<file path="src/rtl/agc_pkg.sv">
package agc_pkg;
  localparam int PER_W     = 8;
  localparam int MANT_W    = 6;
  localparam int EXP_W     = 4;
  localparam int FCNT_W    = 8;
  localparam int FSTEP_W   = 4;
  localparam int LOOP_FRAC = 8;

  typedef enum logic [2:0] {
    ACT_HOLD,
    ACT_RAISE,
    ACT_LOWER,
    ACT_ATTACK,
    ACT_FORCE
  } gain_act_e;
endpackage

</file>
<file path="src/rtl/agc_peak_meter.sv">
module agc_peak_meter #(
  parameter int MAG_W = 12,
  parameter int PER_W = 8
) (
  input  logic             clk,
  input  logic             rst_n,
  input  logic             clr,
  input  logic             accept,
  input  logic [MAG_W-1:0] mag,
  input  logic [PER_W-1:0] period,
  output logic             last,
  output logic [MAG_W-1:0] peak
);
  logic [PER_W-1:0] cnt_q;
  logic [MAG_W-1:0] peak_q;

  assign last = accept && (cnt_q == period);
  assign peak = (mag > peak_q) ? mag : peak_q;

  always_ff @(posedge clk or negedge rst_n) begin
    if (!rst_n) begin
      cnt_q  <= '0;
      peak_q <= '0;
    end else if (clr) begin
      cnt_q  <= '0;
      peak_q <= '0;
    end else if (accept) begin
      if (last) begin
        cnt_q  <= '0;
        peak_q <= '0;
      end else begin
        cnt_q  <= cnt_q + 1'b1;
        peak_q <= peak;
      end
    end
  end
endmodule

</file>
<file path="src/rtl/agc_attack_det.sv">
module agc_attack_det #(
  parameter int MAG_W = 12,
  parameter int CNT_W = 8
) (
  input  logic             clk,
  input  logic             rst_n,
  input  logic             clr,
  input  logic             accept,
  input  logic             period_end,
  input  logic [MAG_W-1:0] mag,
  input  logic             en,
  input  logic [MAG_W-1:0] thresh,
  input  logic [CNT_W-1:0] count_lim,
  output logic             fire,
  output logic             fired_q
);
  logic [CNT_W-1:0] cnt_q;
  logic             over;
  logic             inc;

  assign over = accept && (mag > thresh);
  assign inc  = over && (cnt_q != {CNT_W{1'b1}});
  assign fire = en && inc && (count_lim != '0) &&
                ((cnt_q + CNT_W'(1)) == count_lim);

  always_ff @(posedge clk or negedge rst_n) begin
    if (!rst_n) begin
      cnt_q   <= '0;
      fired_q <= 1'b0;
    end else if (clr) begin
      cnt_q   <= '0;
      fired_q <= 1'b0;
    end else if (accept) begin
      if (period_end) begin
        cnt_q   <= '0;
        fired_q <= 1'b0;
      end else begin
        if (inc) cnt_q <= cnt_q + CNT_W'(1);
        fired_q <= fired_q | fire;
      end
    end
  end
endmodule

</file>
<file path="src/rtl/agc_step_calc.sv">
module agc_step_calc #(
  parameter int MAG_W   = 12,
  parameter int MANT_W  = 6,
  parameter int EXP_W   = 4,
  parameter int FSTEP_W = 4,
  parameter int FRAC    = 8,
  localparam int STEP_W = MAG_W + MANT_W
) (
  input  logic [MAG_W-1:0]   peak,
  input  logic [MAG_W-1:0]   hi_thr,
  input  logic [MAG_W-1:0]   lo_thr,
  input  logic [MAG_W-1:0]   target,
  input  logic [MANT_W-1:0]  mant,
  input  logic [EXP_W-1:0]   expo,
  input  logic               fd_en,
  input  logic [FSTEP_W-1:0] fd_step,
  output logic               go_dn,
  output logic               go_up,
  output logic [STEP_W-1:0]  step
);
  logic [MAG_W-1:0]  err_dn;
  logic [MAG_W-1:0]  err_up;
  logic [MAG_W-1:0]  err;
  logic [STEP_W-1:0] prod;
  logic [STEP_W-1:0] slow;

  assign go_dn  = peak > hi_thr;
  assign go_up  = !go_dn && (peak < lo_thr);
  assign err_dn = (peak > target) ? (peak - target) : '0;
  assign err_up = (target > peak) ? (target - peak) : '0;
  assign err    = go_up ? err_up : err_dn;
  assign prod   = STEP_W'(err) * STEP_W'(mant);
  assign slow   = prod >> (FRAC + int'(expo));

  always_comb begin
    step = slow;
    if (go_up && fd_en && (STEP_W'(fd_step) > slow)) step = STEP_W'(fd_step);
  end
endmodule

</file>
<file path="src/rtl/agc_gain_ctrl.sv">
module agc_gain_ctrl #(
  parameter int MAG_W     = 12,
  parameter int GAIN_W    = 8,
  parameter int GAIN_INIT = 128
) (
  input  logic                        clk,
  input  logic                        rst_n,
  input  logic                        s_valid,
  output logic                        s_ready,
  input  logic [MAG_W-1:0]            s_mag,
  input  logic [agc_pkg::PER_W-1:0]   cfg_period,
  input  logic [MAG_W-1:0]            cfg_hi_thr,
  input  logic [MAG_W-1:0]            cfg_lo_thr,
  input  logic [MAG_W-1:0]            cfg_target,
  input  logic [agc_pkg::MANT_W-1:0]  cfg_mant,
  input  logic [agc_pkg::EXP_W-1:0]   cfg_exp,
  input  logic                        cfg_fa_en,
  input  logic [MAG_W-1:0]            cfg_fa_thr,
  input  logic [agc_pkg::FCNT_W-1:0]  cfg_fa_cnt,
  input  logic [agc_pkg::FSTEP_W-1:0] cfg_fa_step,
  input  logic                        cfg_fd_en,
  input  logic [agc_pkg::FSTEP_W-1:0] cfg_fd_step,
  input  logic                        cfg_force,
  input  logic [GAIN_W-1:0]           cfg_force_gain,
  output logic [GAIN_W-1:0]           gain
);
  import agc_pkg::*;

  localparam int STEP_W = MAG_W + MANT_W;
  localparam int WIDE   = (STEP_W > GAIN_W) ? STEP_W : GAIN_W;
  localparam int SUM_W  = WIDE + 2;
  localparam logic [SUM_W-1:0] GAIN_MAX = SUM_W'((64'd1 << GAIN_W) - 64'd1);

  logic               accept;
  logic               per_last;
  logic [MAG_W-1:0]   peak_val;
  logic               fa_fire;
  logic               fa_fired;
  logic               go_dn;
  logic               go_up;
  logic [STEP_W-1:0]  step;
  logic [GAIN_W-1:0]  gain_q;
  gain_act_e          act;

  assign s_ready = 1'b1;
  assign accept  = s_valid && !cfg_force;
  assign gain    = gain_q;

  agc_peak_meter #(.MAG_W(MAG_W), .PER_W(PER_W)) u_peak (
    .clk    (clk),
    .rst_n  (rst_n),
    .clr    (cfg_force),
    .accept (accept),
    .mag    (s_mag),
    .period (cfg_period),
    .last   (per_last),
    .peak   (peak_val)
  );

  agc_attack_det #(.MAG_W(MAG_W), .CNT_W(FCNT_W)) u_attack (
    .clk        (clk),
    .rst_n      (rst_n),
    .clr        (cfg_force),
    .accept     (accept),
    .period_end (per_last),
    .mag        (s_mag),
    .en         (cfg_fa_en),
    .thresh     (cfg_fa_thr),
    .count_lim  (cfg_fa_cnt),
    .fire       (fa_fire),
    .fired_q    (fa_fired)
  );

  agc_step_calc #(
    .MAG_W(MAG_W), .MANT_W(MANT_W), .EXP_W(EXP_W),
    .FSTEP_W(FSTEP_W), .FRAC(LOOP_FRAC)
  ) u_step (
    .peak    (peak_val),
    .hi_thr  (cfg_hi_thr),
    .lo_thr  (cfg_lo_thr),
    .target  (cfg_target),
    .mant    (cfg_mant),
    .expo    (cfg_exp),
    .fd_en   (cfg_fd_en),
    .fd_step (cfg_fd_step),
    .go_dn   (go_dn),
    .go_up   (go_up),
    .step    (step)
  );

  function automatic logic [GAIN_W-1:0] sat_add(input logic [GAIN_W-1:0] g,
                                                input logic [SUM_W-1:0] d);
    logic [SUM_W-1:0] s;
    s = SUM_W'(g) + d;
    return (s > GAIN_MAX) ? GAIN_MAX[GAIN_W-1:0] : s[GAIN_W-1:0];
  endfunction

  function automatic logic [GAIN_W-1:0] sat_sub(input logic [GAIN_W-1:0] g,
                                                input logic [SUM_W-1:0] d);
    logic [SUM_W-1:0] s;
    s = SUM_W'(g) - d;
    return (d >= SUM_W'(g)) ? '0 : s[GAIN_W-1:0];
  endfunction

  always_comb begin
    act = ACT_HOLD;
    if (cfg_force) act = ACT_FORCE;
    else if (fa_fire) act = ACT_ATTACK;
    else if (per_last && !fa_fired) begin
      if (go_dn) act = ACT_LOWER;
      else if (go_up) act = ACT_RAISE;
    end
  end

  always_ff @(posedge clk or negedge rst_n) begin
    if (!rst_n) begin
      gain_q <= GAIN_W'(GAIN_INIT);
    end else begin
      unique case (act)
        ACT_FORCE:  gain_q <= cfg_force_gain;
        ACT_ATTACK: gain_q <= sat_sub(gain_q, SUM_W'(cfg_fa_step));
        ACT_LOWER:  gain_q <= sat_sub(gain_q, SUM_W'(step));
        ACT_RAISE:  gain_q <= sat_add(gain_q, SUM_W'(step));
        default:    gain_q <= gain_q;
      endcase
    end
  end
endmodule

</file>
<file path="config.mk">
export PLATFORM = sky130hd
export DESIGN_NAME = agc_gain_ctrl
export DESIGN_NICKNAME = d
export VERILOG_FILES = /design/src/rtl/agc_pkg.sv /design/src/rtl/agc_peak_meter.sv /design/src/rtl/agc_attack_det.sv /design/src/rtl/agc_step_calc.sv /design/src/rtl/agc_gain_ctrl.sv
export SDC_FILE = /design/constraint.sdc
export NUM_CORES = 1
export LEC_CHECK = 0
export BUFFER_PORTS_ARGS = -buffer_cell sky130_fd_sc_hd__clkbuf_2
export CAP_MARGIN = 5
export CORE_MARGIN = 3
export CORE_UTILIZATION = 43
export CTS_CLUSTER_DIAMETER = 30
export DETAILED_ROUTE_END_ITERATION = 10
export GPL_ROUTABILITY_DRIVEN = 1
export GPL_TIMING_DRIVEN = 0
export PLACE_DENSITY_LB_ADDON = 0.05
export SLEW_MARGIN = 20
export SYNTH_ARGS = -nofsm -noshare
export SYNTH_HDL_FRONTEND = slang
export SYNTH_SLANG_ARGS = --single-unit
</file>
<file path="constraint.sdc">
create_clock -name clk -period 12.9 [get_ports clk]
set_input_delay 0.645 -clock clk [delete_from_list [all_inputs] [get_ports clk]]
set_output_delay 0.645 -clock clk [all_outputs]
set_load 0.01 [all_outputs]
</file>
==> flow_summary.ini <==
[outcome]
outcome = complete, but fails checks
violations = negative setup slack

[placed_design]
dp_hpwl_um = 22000
place.gp.congestion = 0.915
place_area_um2 = 9960
dpl_worst_slack_ns = -2.57
io_buffers = 109

[detailed_routing]
drt-wirelength-per-cell_um = 17.7
drc_errors = 0
wirelength_um = 29200
drt_iter0_drc = 467
topRoutingLayerUsed = met4
wl_met1_um = 13700
drtPass1Iterations = 5
wl_met3_um = 1320
ant_nets = 0
vias = 9355
vias_per_cell = 5.67
met2WireLength_um = 13600

[timing]
finalHoldViolations = 0
worst_slack_ns = -0.413
period_minus_slack_ns = 13.31
fmax_ghz = 0.0751
slew_viol_final = 0
setup_viol = 8
tightest_slew_ns = 0.904
tns_ns = -2.19
rsz0062_at_grt = yes
max_slew_margin_pct = 39.7
fin_worst_skew_ns = 0.00817
whs_ns = 0.474
post-route-period-util_pct = 103

[synth]
syn_nets = 1470
ys_warn_count = 0
synth_edf_count = 0
ys_ff_latch = 37
synthCells = 1191
yosysTopAreaCell = ha_1
avgSynthCellArea_um2 = 7.59
yosys.area.top_type_share_pct = 17.4
synthTopCellsByArea = ha_1 (17%), dfrtp_1 (10%), fa_1 (10%)
ys.flop_type = dfrtp_1
yosysMostFrequentCell = inv_1
synth_cell_types = 90
yosysSeqAreaShare_pct = 10.3
synth_area_um2 = 9040
async_flop_share_pct = 100
synth_top_cells_by_count = inv_1 (170), ha_1 (126), nor2_1 (99)

[clocking]
clk_pin_slew_ns = 0.06
htree_levels = 2
cts_buffers = 5
cts_tree = done
cts.sinks = 37
cts_hold_buf = 0
clock_latency_ns = 0.29
clock_path_buffers = 2
root_buffer = clkbuf_16

[die]
dieArea_um2 = 22800
die_height_um = 151
core_um2 = 20400
floorplan.rows = 52
boundaryPins = 117
die_x_um = 151
initial_core_util_pct = 44.2

[global_route]
overflow = 0
antenna_found_initial = 0
first_global_vias = 9353
grt_first_pass_wirelength_um = 46300
grt_start_max_net_pins = 38
grt_usage_pct = 25.1

[cells_and_area]
design_area_um2 = 11900
seqCellArea_um2 = 927
nFillCells = 1965
multiInputGateArea_um2 = 8400
syn_to_final_growth_pct = 32.1
nNetsFinal = 1659
diodes = 0
drive_gt1_share_pct = 28.9

[critical_path]
crit_slowest_cell = fa_1
crit_fanout = 6
crit_buf_inv = 9
crit_type = in2reg
path_common_cell = a21o_1
slowest_delay_ns = 0.55
end_kind = register
reg2reg_slack_ns = -0.33
critical_path.top_delay_family = compound AO/OA/AOI/OAI gates
critPathRequiredTime_ns = 13.11
arrival_ns = 13.52
worst_setup_path_start_kind = primary input

[power]
ir_worst_vdd_uv = 116
p_per_area_nw_per_um2 = 198
p_total_uw = 2360
power_leakage_uw = 0.00572

[hold_path]
hold_path.class = in2async

[flow_run]
maxCapViolations = 0
[area by class of cell]
type | instances | share of cell area (%)
Multi-Input combinational cell | 942 | 70.4
Timing Repair Buffer | 190 | 10.5
Sequential cell | 37 | 7.77
Inverter | 171 | 5.40
Tap cell | 270 | 2.83
Buffer | 33 | 1.51
Clock buffer | 5 | 1.05
Clock inverter | 3 | 0.577
[where the power goes]
group          internal [uW]  switching, uW
Clock                    112           54.6
Combinational            907           1160
Sequential               122           8.48
Total                   1140           1220
[worst reg2reg max path, delay by kind of cell (launching register included)]
family          cells  cell delay, ns
fa+ha+maj           8            2.87
buf+inv             7            0.88
mux                 1            0.35
flops               1            0.38
simple gates       11            1.81
compound gates     36            6.87
[routing by layer]
metal,vias up,track usage (%)
li1,4584,-
met1,4470,34.6
met2,258,41.7
met3,43,2.93
met4,0,6.57
met5,-,0
[layout by cell type (no fill, tap or decap), types with 8 or more instances in the layout]
cell type / Yosys / layout
and3_1: 12 / 11
clkbuf_2: 0 / 102
a21oi_1: 82 / 52
o21ai_0: 53 / 38
a21oi_4: 0 / 15
a21o_1: 45 / 45
ha_1: 126 / 94
dfrtp_1: 36 / 36
a21oi_2: 0 / 15
nand2_1: 63 / 58
nor2b_1: 13 / 11
o21ai_2: 0 / 8
xnor2_1: 23 / 23
o21ai_1: 5 / 12
xor2_1: 18 / 18
inv_2: 0 / 16
nand2b_1: 13 / 12
fa_1: 45 / 41
ha_4: 0 / 28
nand4_1: 22 / 22
o21a_1: 10 / 9
o22ai_1: 18 / 17
o211ai_1: 13 / 13
nor2_1: 99 / 87
mux2i_1: 12 / 11
clkbuf_1: 36 / 23
buf_4: 1 / 75
and2_1: 44 / 41
a211oi_1: 15 / 9
inv_1: 170 / 153
nand3_1: 32 / 29
nor3_1: 34 / 27
[flip-flops by register name, indices dropped and copies added (netlist names)]
register,flops
u_peak.peak_q,12
gain,8
u_attack.cnt_q,8
u_peak.cnt_q,8
u_attack.fired_q,1
[kinds of logic after synthesis]
kind of cell | count (synthesis) | synth area share [%]
AOI/OAI and AO/OA | 339 | 26.3
muxes | 17 | 2.12
other | 1 | 0.0415
buffers and inverters | 212 | 8.89
and+or+nand+nor | 373 | 21.0
adders and majority gates | 171 | 27.4
xor gates and xnor gates | 41 | 3.97
DFF | 37 | 10.3
[path summary, 6_finish.rpt]
check	startpoint	to	cells after the start
max in group asynchronous	rst_n	u_attack.cnt_q[1]	1
worst max register to register	u_peak.peak_q[1]	gain[2]	63
min in group clk	u_attack.cnt_q[4]	u_attack.cnt_q[4]	2
worst min-delay path	rst_n	gain[0]	1
worst min register to register	u_attack.cnt_q[4]	u_attack.cnt_q[4]	2
worst max-delay path	s_mag[0]	gain[2]	66
[repair_timing]
action | CTS | global route
buffers inserted | 55 | 23
setup endpoints to repair | 8 | 8
cloned | 4 | 0
pin swaps | 100 | 72
gates resized for setup | 174 | 86
[metrics by stage]
step / util (%) / instances
global placement: 48.8 / 1570
finish: 58.4 / 1651
floorplan: - / 1191
global route: 58.4 / 1651
CTS: 55.9 / 1629
detailed placement: 48.8 / 1570
Note: power is estimated with default switching activity, not from simulation.
